[src/rtl/sershift_pkg.sv]
// Package: shared types and helpers for the serial shift engine.
// Assumes a 16-bit physical shift register with an 8-bit sub-mode in the low byte.
package sershift_pkg;

    localparam int unsigned SR_W = 16;
    localparam int unsigned SR_HALF = SR_W / 2;

    typedef enum logic {
        PH_CHANGE_FIRST  = 1'b0,
        PH_CAPTURE_FIRST = 1'b1
    } phase_e;

    // Bit currently at the outgoing end of the register.
    function automatic logic exit_bit(input logic [SR_W-1:0] d,
                                      input logic lsb, input logic wide);
        if (lsb)
            return d[0];
        else if (wide)
            return d[SR_W-1];
        else
            return d[SR_HALF-1];
    endfunction

    // Register after one shift, with the new bit entering opposite the exit end.
    function automatic logic [SR_W-1:0] push_bit(input logic [SR_W-1:0] d,
                                                 input logic b,
                                                 input logic lsb, input logic wide);
        logic [SR_W-1:0] r;
        if (!lsb) begin
            if (wide) r = {d[SR_W-2:0], b};
            else      r = {d[SR_W-1:SR_HALF], d[SR_HALF-2:0], b};
        end else begin
            if (wide) r = {b, d[SR_W-1:1]};
            else      r = {d[SR_W-1:SR_HALF], b, d[SR_HALF-1:1]};
        end
        return r;
    endfunction

endpackage

[src/rtl/sershift_clkgen.sv]
// Master SCLK generator: divides the system clock by 2*half_div (half_div 0 acts as 1).
// Assumes the bit counter is fed back through cnt_busy; issues single-cycle edge strobes
// that coincide with the register update of sclk, so the counter is current before the
// next edge is decided.
module sershift_clkgen #(
    parameter int unsigned DIV_W = 8
) (
    input  logic             clk,
    input  logic             rst_ok,
    input  logic             enable,
    input  logic             cnt_busy,
    input  logic [DIV_W-1:0] half_div,
    output logic             sclk,
    output logic             rise_now,
    output logic             fall_now
);
    logic [DIV_W-1:0] div_cnt;
    logic [DIV_W-1:0] half_eff;
    logic             running;
    logic             tick;

    // Effective half period, never below one cycle.
    always_comb half_eff = (half_div == '0) ? {{(DIV_W-1){1'b0}}, 1'b1} : half_div;

    // Keep running while bits remain or to return a high clock to idle.
    always_comb running = enable & (cnt_busy | sclk);

    always_comb tick = (div_cnt >= half_eff - 1'b1);

    always_comb begin
        rise_now = running & tick & ~sclk;
        fall_now = running & tick & sclk;
    end

    // Divider counter and clock toggle.
    always_ff @(posedge clk) begin
        if (!rst_ok || !enable) begin
            div_cnt <= '0;
            sclk    <= 1'b0;
        end else if (running) begin
            if (tick) begin
                div_cnt <= '0;
                sclk    <= ~sclk;
            end else begin
                div_cnt <= div_cnt + 1'b1;
            end
        end else begin
            div_cnt <= '0;
        end
    end

endmodule

[src/rtl/sershift_sync.sv]
// Slave SCLK synchroniser: two-flop synchroniser plus one history flop for edge detection.
// Assumes the external clock half period spans several system clocks.
module sershift_sync (
    input  logic clk,
    input  logic rst_ok,
    input  logic pin,
    output logic rise_ev,
    output logic fall_ev
);
    logic s1, s2, s3;

    // Synchronise the pin and keep one cycle of history.
    always_ff @(posedge clk) begin
        if (!rst_ok) begin
            s1 <= 1'b0;
            s2 <= 1'b0;
            s3 <= 1'b0;
        end else begin
            s1 <= pin;
            s2 <= s1;
            s3 <= s2;
        end
    end

    // Edge strobes from the synchronised level.
    always_comb begin
        rise_ev = s2 & ~s3;
        fall_ev = ~s2 & s3;
    end

endmodule

[src/rtl/sershift_counter.sv]
// Bit counter and completion flag: counts capture edges down to zero.
// Assumes cap_ev is already gated to nonzero counts; load has priority over counting.
module sershift_counter #(
    parameter int unsigned CNT_W = 5
) (
    input  logic             clk,
    input  logic             rst_ok,
    input  logic             load_cnt,
    input  logic [CNT_W-1:0] cnt_val,
    input  logic             cap_ev,
    input  logic             flag_hold,
    input  logic             flag_clr,
    output logic [CNT_W-1:0] count,
    output logic             done_flag,
    output logic             busy
);
    always_comb busy = (count != '0);

    // Counter: load or decrement per captured bit.
    always_ff @(posedge clk) begin
        if (!rst_ok)
            count <= '0;
        else if (load_cnt)
            count <= cnt_val;
        else if (cap_ev)
            count <= count - 1'b1;
    end

    // Completion flag: set on reaching zero, auto-cleared on nonzero load unless held.
    always_ff @(posedge clk) begin
        if (!rst_ok)
            done_flag <= 1'b0;
        else if (load_cnt) begin
            if (cnt_val == '0)
                done_flag <= 1'b1;
            else if (!flag_hold)
                done_flag <= 1'b0;
        end else if (cap_ev && count == {{(CNT_W-1){1'b0}}, 1'b1})
            done_flag <= 1'b1;
        else if (flag_clr)
            done_flag <= 1'b0;
    end

endmodule

[src/rtl/sershift_core.sv]
// Shift register core: shifts in on capture edges, updates the output bit on change edges.
// Assumes edge strobes are single-cycle and mutually exclusive.
module sershift_core
    import sershift_pkg::*;
(
    input  logic            clk,
    input  logic            rst_ok,
    input  logic            load_data,
    input  logic [SR_W-1:0] load_val,
    input  logic            cap_ev,
    input  logic            chg_ev,
    input  logic            sdi,
    input  logic            lsb,
    input  logic            wide,
    output logic [SR_W-1:0] data,
    output logic            out_bit
);
    // Shift register: parallel load or one shift per captured bit.
    always_ff @(posedge clk) begin
        if (!rst_ok)
            data <= '0;
        else if (load_data)
            data <= load_val;
        else if (cap_ev)
            data <= push_bit(data, sdi, lsb, wide);
    end

    // Output bit: presents the exit bit after load and on each change edge.
    always_ff @(posedge clk) begin
        if (!rst_ok)
            out_bit <= 1'b0;
        else if (load_data)
            out_bit <= exit_bit(load_val, lsb, wide);
        else if (chg_ev)
            out_bit <= exit_bit(data, lsb, wide);
    end

endmodule

[src/rtl/sershift_engine.sv]
// Top: serial shift engine usable as SPI master or slave.
// Assumes software-side controls are synchronous to clk and stable during a transfer.
module sershift_engine
    import sershift_pkg::*;
#(
    parameter int unsigned CNT_W = 5,
    parameter int unsigned DIV_W = 8
) (
    input  logic             clk,
    input  logic             rst_n,
    input  logic             soft_rst,
    input  logic             master,
    input  logic             lsb_first,
    input  logic             wide16,
    input  logic             cpha,
    input  logic             out_en,
    input  logic             flag_hold,
    input  logic [DIV_W-1:0] half_div,
    input  logic             load_data,
    input  logic [SR_W-1:0]  load_val,
    input  logic             load_cnt,
    input  logic [CNT_W-1:0] cnt_val,
    input  logic             flag_clr,
    input  logic             sclk_in,
    input  logic             sdi,
    output logic             sclk_out,
    output logic             sdo,
    output logic [SR_W-1:0]  data_out,
    output logic [CNT_W-1:0] count,
    output logic             done_flag
);
    logic   rst_ok;
    logic   busy;
    logic   m_rise, m_fall, s_rise, s_fall;
    logic   rise_ev, fall_ev, cap_ev, chg_ev;
    logic   out_bit;
    phase_e phase;

    // Combined synchronous reset: hardware reset or software reset.
    always_comb rst_ok = rst_n & ~soft_rst;

    always_comb phase = phase_e'(cpha);

    sershift_clkgen #(.DIV_W(DIV_W)) u_gen (
        .clk      (clk),
        .rst_ok   (rst_ok),
        .enable   (master),
        .cnt_busy (busy),
        .half_div (half_div),
        .sclk     (sclk_out),
        .rise_now (m_rise),
        .fall_now (m_fall)
    );

    sershift_sync u_sync (
        .clk     (clk),
        .rst_ok  (rst_ok),
        .pin     (sclk_in),
        .rise_ev (s_rise),
        .fall_ev (s_fall)
    );

    // Edge source selection and capture/change mapping by phase.
    always_comb begin
        rise_ev = master ? m_rise : s_rise;
        fall_ev = master ? m_fall : s_fall;
        if (phase == PH_CAPTURE_FIRST) begin
            cap_ev = rise_ev & busy;
            chg_ev = fall_ev;
        end else begin
            cap_ev = fall_ev & busy;
            chg_ev = rise_ev;
        end
    end

    sershift_counter #(.CNT_W(CNT_W)) u_cnt (
        .clk       (clk),
        .rst_ok    (rst_ok),
        .load_cnt  (load_cnt),
        .cnt_val   (cnt_val),
        .cap_ev    (cap_ev),
        .flag_hold (flag_hold),
        .flag_clr  (flag_clr),
        .count     (count),
        .done_flag (done_flag),
        .busy      (busy)
    );

    sershift_core u_core (
        .clk       (clk),
        .rst_ok    (rst_ok),
        .load_data (load_data),
        .load_val  (load_val),
        .cap_ev    (cap_ev),
        .chg_ev    (chg_ev),
        .sdi       (sdi),
        .lsb       (lsb_first),
        .wide      (wide16),
        .data      (data_out),
        .out_bit   (out_bit)
    );

    // Output gating by enable.
    always_comb sdo = out_en & out_bit;

endmodule

[config.mk]
export PLATFORM = sky130hd
export DESIGN_NAME = sershift_engine
export DESIGN_NICKNAME = d
export VERILOG_FILES = /design/src/rtl/sershift_pkg.sv /design/src/rtl/sershift_clkgen.sv /design/src/rtl/sershift_sync.sv /design/src/rtl/sershift_counter.sv /design/src/rtl/sershift_core.sv /design/src/rtl/sershift_engine.sv
export SDC_FILE = /design/constraint.sdc
export NUM_CORES = 1
export LEC_CHECK = 0
export BUFFER_PORTS_ARGS = -buffer_cell sky130_fd_sc_hd__buf_2
export CORE_UTILIZATION = 47
export DETAILED_ROUTE_END_ITERATION = 8
export GPL_ROUTABILITY_DRIVEN = 0
export PLACE_DENSITY = 0.78
export SLEW_MARGIN = 0
export SYNTH_ARGS = -nofsm -noshare
export SYNTH_HDL_FRONTEND = slang
export SYNTH_SLANG_ARGS = --single-unit
[constraint.sdc]
create_clock -name clk -period 3.5 [get_ports clk]
set_clock_uncertainty 0.05 [all_clocks]
set_input_delay 0 -clock clk [delete_from_list [all_inputs] [get_ports clk]]
set_output_delay 0 -clock clk [all_outputs]
set_load 0.1 [all_outputs]
Word-level counts from Yosys, hierarchy flattened --
Index checks and enable logic that the tools add are counted.
Storage, ports and cells: flip-flop bits (word level) 35
Cells by class: reduce and logical (&&, ||, !) cells 16, $add $sub $neg 3, bitwise gates (word level) 16, equal/unequal tests 2, order comparisons 1, multiplexer cells 23
Operator list (number):
- 16-bit two-way mux | 5
- 1-bit two-way mux | 15
- 1-bit bitwise AND | 10
- 5-bit two-way mux | 2
- 8-bit by 1-bit adder with 8-bit output, second input constant | 1
- 8-bit >= comparator | 1
- 8-bit logical NOT | 1
- 8-bit two-way mux | 1
- 2-bit nonzero test | 4
- 8-bit by 1-bit subtractor with 8-bit output, second input constant | 1
- 2-bit AND reduction | 3
- 5-bit by 1-bit equality test with 1-bit output, second input constant | 1
- 5-bit logical NOT | 1
- 1-bit inverter | 5
- 5-bit nonzero test | 1
- 5-bit by 1-bit subtractor with 5-bit output, second input constant | 1
- 3-bit by 2-bit inequality test with 1-bit output, second input constant | 1
- 3-bit nonzero test | 1
- 3-bit OR reduction | 1
- 1-bit logical NOT | 2
- 1-bit logical AND | 1
- 1-bit logical OR | 1
- 1-bit bitwise OR | 1

Depth between registers and ports, before layout --
word-level depth 12, gate-level depth with buffers 16, gate-level depth less buffers 15

Modules after synthesis --
A second synthesis with hierarchy kept.
Second synthesis, totals: cells, all modules 250, area total of the unflattened synthesis 2258.4 um2
By module, submodules not included:
- sershift_core | instances 1, area each 1054.8 um2, sequential area each 340.3 um2, cells each 122
- sershift_clkgen | instances 1, area each 694.4 um2, sequential area each 180.2 um2, cells each 74
- sershift_counter | instances 1, area each 350.3 um2, sequential area each 120.1 um2, cells each 41
- sershift_sync | instances 1, area each 91.3 um2, sequential area each 60.1 um2, cells each 8
- sershift_engine | instances 1, area each 67.6 um2, sequential area each 0.0 um2, cells each 5

Least setup slack after synthesis --
No wires, ideal clock.
path type input-to-reg, start input port half_div[3], end register u_core.data[1], stages 14, buffers on the path 0, arrival 3080 ps, data required time 3376 ps, path slack 295 ps, setup time 74 ps, cell sequence or4_1 -> or3_1 -> nor2_1 -> nor2_1 -> ha_1 -> inv_1 -> nor2_1 -> xnor2_1 -> ha_1 -> nand4_2 -> o311ai_4 -> nand2_4 -> or4_1 -> a31oi_1
On the way: word-level cells in the longest chain between the ends 10, elaborated cells between the ends (all ways) 13, those cells by class 1 x add/sub; 1 x order compare; 4 x mux; 5 x bitwise; 2 x reduce/logical
Ends and longest elaborated chain:
- from (decl) | RTL line sershift_engine.sv:18 | input logic [DIV_W-1:0] half_div,
- 8-bit logical NOT | RTL line sershift_clkgen.sv:23 | always_comb half_eff = (half_div == '0) ? {{(DIV_W-1){1'b0}}, 1'b1} : half_div;
- 8-bit two-way mux * | RTL line sershift_clkgen.sv:23
- 8-bit by 1-bit subtractor with 8-bit output * | RTL line sershift_clkgen.sv:28 | always_comb tick = (div_cnt >= half_eff - 1'b1);
- 8-bit >= comparator * | RTL line sershift_clkgen.sv:28
- 1-bit bitwise AND * | RTL line sershift_clkgen.sv:31, sershift_clkgen.sv:32
- 1-bit bitwise AND (on tied branches) | RTL line sershift_clkgen.sv:32, sershift_clkgen.sv:31
- 1-bit two-way mux (on tied branches) | RTL line sershift_engine.sv:66, sershift_engine.sv:65
- 1-bit bitwise AND (on tied branches) | RTL line sershift_engine.sv:71, sershift_engine.sv:68
- 1-bit two-way mux * | RTL line sershift_engine.sv:67 | if (phase == PH_CAPTURE_FIRST) begin
- 2-bit nonzero test (no line) *
- to (signal assigned) | RTL line sershift_core.sv:23 | data <= load_val;
- to (signal assigned) | RTL line sershift_core.sv:25 | data <= push_bit(data, sdi, lsb, wide);
- to (decl) | RTL line sershift_core.sv:15 | output logic [SR_W-1:0] data,
Every way passes the cells marked *; elsewhere a longest branch is shown, timed or not. A chain may end at the register's enable or synchronous reset.

Final worst setup path --
start input port half_div[3], end register u_core.data[4]
The elaborated chain is that of the path after synthesis.

==> load_flow_metrics.sql <==
INSERT INTO impl_metrics (metric_group, metric, value, unit) VALUES
('floorplan', 'design.core.area', '0.00472', 'sq mm'),
('finish', 'n_fill_cell', '423', ''),
('synthesis', 'synth_top_area_share', '30.5', '%'),
('setup_path', 'crit_path_top_delay_cell', 'or4_1', ''),
('timing', 'slew_headroom', '48.1', '%'),
('timing', 'finalHoldWorstSlack', '-0.000306', 'ns'),
('clock_tree', 'clk_path_buf_depth', '2', ''),
('synthesis', 'ys.warnings.count', '0', ''),
('clock_tree', 'clockRootBuffer', 'clkbuf_8', ''),
('synthesis', 'share_of_flip_flops_with_an_asynchronous_set_or_reset_after_synthesis', '0', '%'),
('finish', 'n_antenna_cell', '0', ''),
('placement', 'dp_hpwl', '4.09', 'mm'),
('detailed_routing', 'wl_met1', '2.64', 'mm'),
('synthesis', 'dominant_cell_type_by_area_after_synthesis', 'dfxtp_1', ''),
('timing', 'period_share', '90.9', '%'),
('setup_path', 'cp.arrival', '3.34', 'ns'),
('timing', 'final_hold_viol_count', '1', ''),
('detailed_routing', 'route.detailed.wl_per_inst', '13.7', 'um'),
('setup_path', 'path_max_fanout', '8', ''),
('setup_path', 'worstSetupPathType', 'input pin to register', ''),
('setup_path', 'crit_required', '3.66', 'ns'),
('finish', 'fin_nets', '406', ''),
('placement', 'dp_worst_setup_slack', '0.00433', 'ns'),
('setup_path', 'critical_path.startpoint_type', 'input pin', ''),
('setup_path', 'crit_path_cell_trace', 'buf_2 > or4_1 > or3_1 > nor2_1 > nor2_1 > ha_1 > inv_1 > nor2_1 > xnor2_1 > ha_1 > nand4_2 > o311ai_4 > nand2_4 > or4_1 > a31oi_1', ''),
('finish', 'layout-drive-gt1-share', '25.1', '%'),
('floorplan', 'ioPinCount', '67', ''),
('timing', 'worstMarginPinSlew', '0.779', 'ns'),
('floorplan', 'starting_density_of_the_core', '48.6', '%'),
('outcome', 'run_status', 'finished, violations left', ''),
('clock_tree', 'cts_sinks', '35', ''),
('synthesis', 'syn_area_per_cell', '8.37', 'sq um'),
('flow_run', 'max_cap_violations', '0', ''),
('synthesis', 'mappedNetlistNets', '330', ''),
('setup_path', 'cpMostUsedCell', 'nor2_1', ''),
('grt', 'grt_max_degree', '28', ''),
('finish', 'syn_to_final_growth', '26.7', '%'),
('timing', 'unrepaired_setup_endpoints_after_global_routing', 'false', ''),
('detailed_routing', 'drt-vias-per-instance', '5.52', ''),
('synthesis', 'edff_count_synth', '0', ''),
('power', 'leakagePower', '1.22', 'nW'),
('timing', 'period_minus_slack', '3.18', 'ns'),
('grt', 'first_pass_grt_wire_length', '9.45', 'mm'),
('synthesis', 'post_synth_inst_count', '274', ''),
('floorplan', 'die_height', '71.9', 'um'),
('clock_tree', 'worst_skew_pair_latency', '0.29', 'ns'),
('worst_hold_path', 'hold_path_class', 'input pin to register', ''),
('outcome', 'failed_checks', 'negative hold slack', ''),
('placement', 'place.port_buffers', '66', ''),
('synthesis', 'yosys_register_bits', '35', ''),
('timing', 'timing.final.ws_setup', '0.319', 'ns'),
('setup_path', 'timing.critical_path.slowest_cell_delay', '0.53', 'ns'),
('synthesis', 'netlist_cell_types', '51', ''),
('setup_path', 'critical_path.top_delay_family', 'simple AND/OR/NAND/NOR gates', ''),
('clock_tree', 'clkSlewWorstSetupHoldPaths', '0.07', 'ns'),
('clock_tree', 'cts_tree', 'built', ''),
('detailed_routing', 'count_of_nets_left_with_antenna_violations_after_detail_routing', '0', ''),
('detailed_routing', 'totalWireLength', '5.71', 'mm'),
('floorplan', 'die_outline_area', '0.00517', 'sq mm'),
('detailed_routing', 'highest-signal-layer', 'met4', ''),
('floorplan', 'fp.dieW', '71.9', 'um'),
('synthesis', 'synth.area.top_cells', 'dfxtp_1, ha_1, nand3_1', ''),
('grt', 'grt_use_total', '23.0', '%'),
('timing', 'report.final.setup_viol', '0', ''),
('detailed_routing', 'met2_wirelength', '2.69', 'mm'),
('grt', 'grt_antenna_before_repair', '0', ''),
('grt', 'gr-total-overflow', '0', ''),
('setup_path', 'worstSetupEndpointType', 'register', ''),
('clock_tree', 'h-tree-depth', '2', ''),
('detailed_routing', 'route.vias.total', '2309', ''),
('power', 'cellPowerDensity', '328', 'mW/mm^2');
## registers in the layout (all words and copies together) (netlist names)
register and flops:
u_core.data 16, u_sync.s1 1, u_sync.s3 1, u_gen.sclk 1
u_cnt.done_flag 1, u_cnt.count 5, u_sync.s2 1, u_core.out_bit 1
u_gen.div_cnt 8
## cells in the mapped netlist (2+ instances only)
master,number
nand3_1,32
nand2_1,17
nor2b_1,2
nor4_1,2
a311o_1,2
and2_1,4
nand4_1,2
nor3_1,2
ha_1,13
mux2i_1,8
nand2b_1,13
or3_1,7
nor4b_1,2
dfxtp_1,35
o21ai_0,15
nor2_1,19
and3_1,2
xnor2_1,6
inv_1,8
clkbuf_1,12
a21oi_1,7
o31ai_1,8
o21a_1,2
or4_1,9
nand3b_1,3
a31oi_1,11
xor2_1,7
## final timing paths
kind / startpoint / endpoint / slack [ns] / cells after the start
max: half_div[3] / u_core.data[4]$_SDFFE_PN0P_ / 0.32 / 15
min: load_val[11] / u_core.data[11]$_SDFFE_PN0P_ / -0.0003 / 3
max reg2reg: u_cnt.count[0]$_SDFFE_PN0P_ / u_core.data[7]$_SDFFE_PN0P_ / 0.97 / 10
min reg2reg: u_sync.s1$_SDFF_PN0_ / u_sync.s2$_SDFF_PN0_ / 0.38 / 1
## final cells by class
cell class	count	area [sq um]	share of cell area (%)
multi-input combinational	215	1490	51.3
sequential	35	701	24.1
timing repair buffer	85	520	17.9
tap	67	83.8	2.88
clock buffer	7	76.3	2.62
inverter	8	30.0	1.03
clock inverter	1	5.00	0.172
## logic make-up after synthesis
kind of cell    Yosys count  synth area share, %
compound gates           56                 18.4
xor+xnor                 13                 4.96
fa+ha+maj                13                 7.09
buf+inv                  24                 4.47
flops                    35                 30.5
mux                       9                 4.47
simple gates            124                 30.1
## what timing repair did
| item | 4_1_cts | 5_1_grt |
|---|---|---|
| endpoints found under the hold margin | 14 | 0 |
| hold buffers | 14 | 0 |
| buffers inserted | 0 | 0 |
| resized for setup | 0 | 0 |
## placed cells by master, fill, tap and decap left out, drive strengths merged, types with 4 or more instances in the layout
cell type    Yosys  final
a21oi            7      7
a31oi           12     12
and2             4      4
buf              4     71
clkbuf          12      7
dfxtp           35     35
dlygate4sd3      0     14
ha              13     13
inv              8      8
mux2i            8      8
nand2           19     19
nand2b          14     14
nand3           32     32
nor2            19     19
o21ai           15     15
o31ai            8      8
or3              7      7
or4              9      9
xnor2            6      6
xor2             7      7
## worst min-delay path, stage by stage
cell	delay [ns]
buf_2	0.07
o21ai_0	0.06
o31ai_1	0.17
## routing by layer
metal | vias to the layer above | track usage (%)
met5 | - | 0
met4 | 0 | 8.71
met3 | 6 | 5.06
met2 | 72 | 37.4
met1 | 1074 | 29.9
li1 | 1157 | -
## report_power, final
group / internal, mW / switching [mW]
sequential: 0.409 / 0.0112
combinational: 0.0865 / 0.161
clock: 0.140 / 0.147
## metrics by stage
step / power, mW / hold WS [ns] / instance area (sq um) / cells / util, %
after floorplan: 0.598 / 0.0661 / 2290 / 274 / -
after global placement: 0.658 / 0.154 / 2690 / 396 / 56.9
after detailed placement: 0.663 / 0.158 / 2690 / 396 / 56.9
after CTS: 0.960 / 0.000750 / 2910 / 418 / 61.6
after global routing: 0.992 / 0.0173 / 2910 / 418 / 61.6
final: 0.954 / -0.000306 / 2910 / 418 / 61.6
(Power assumes the default switching activity.)
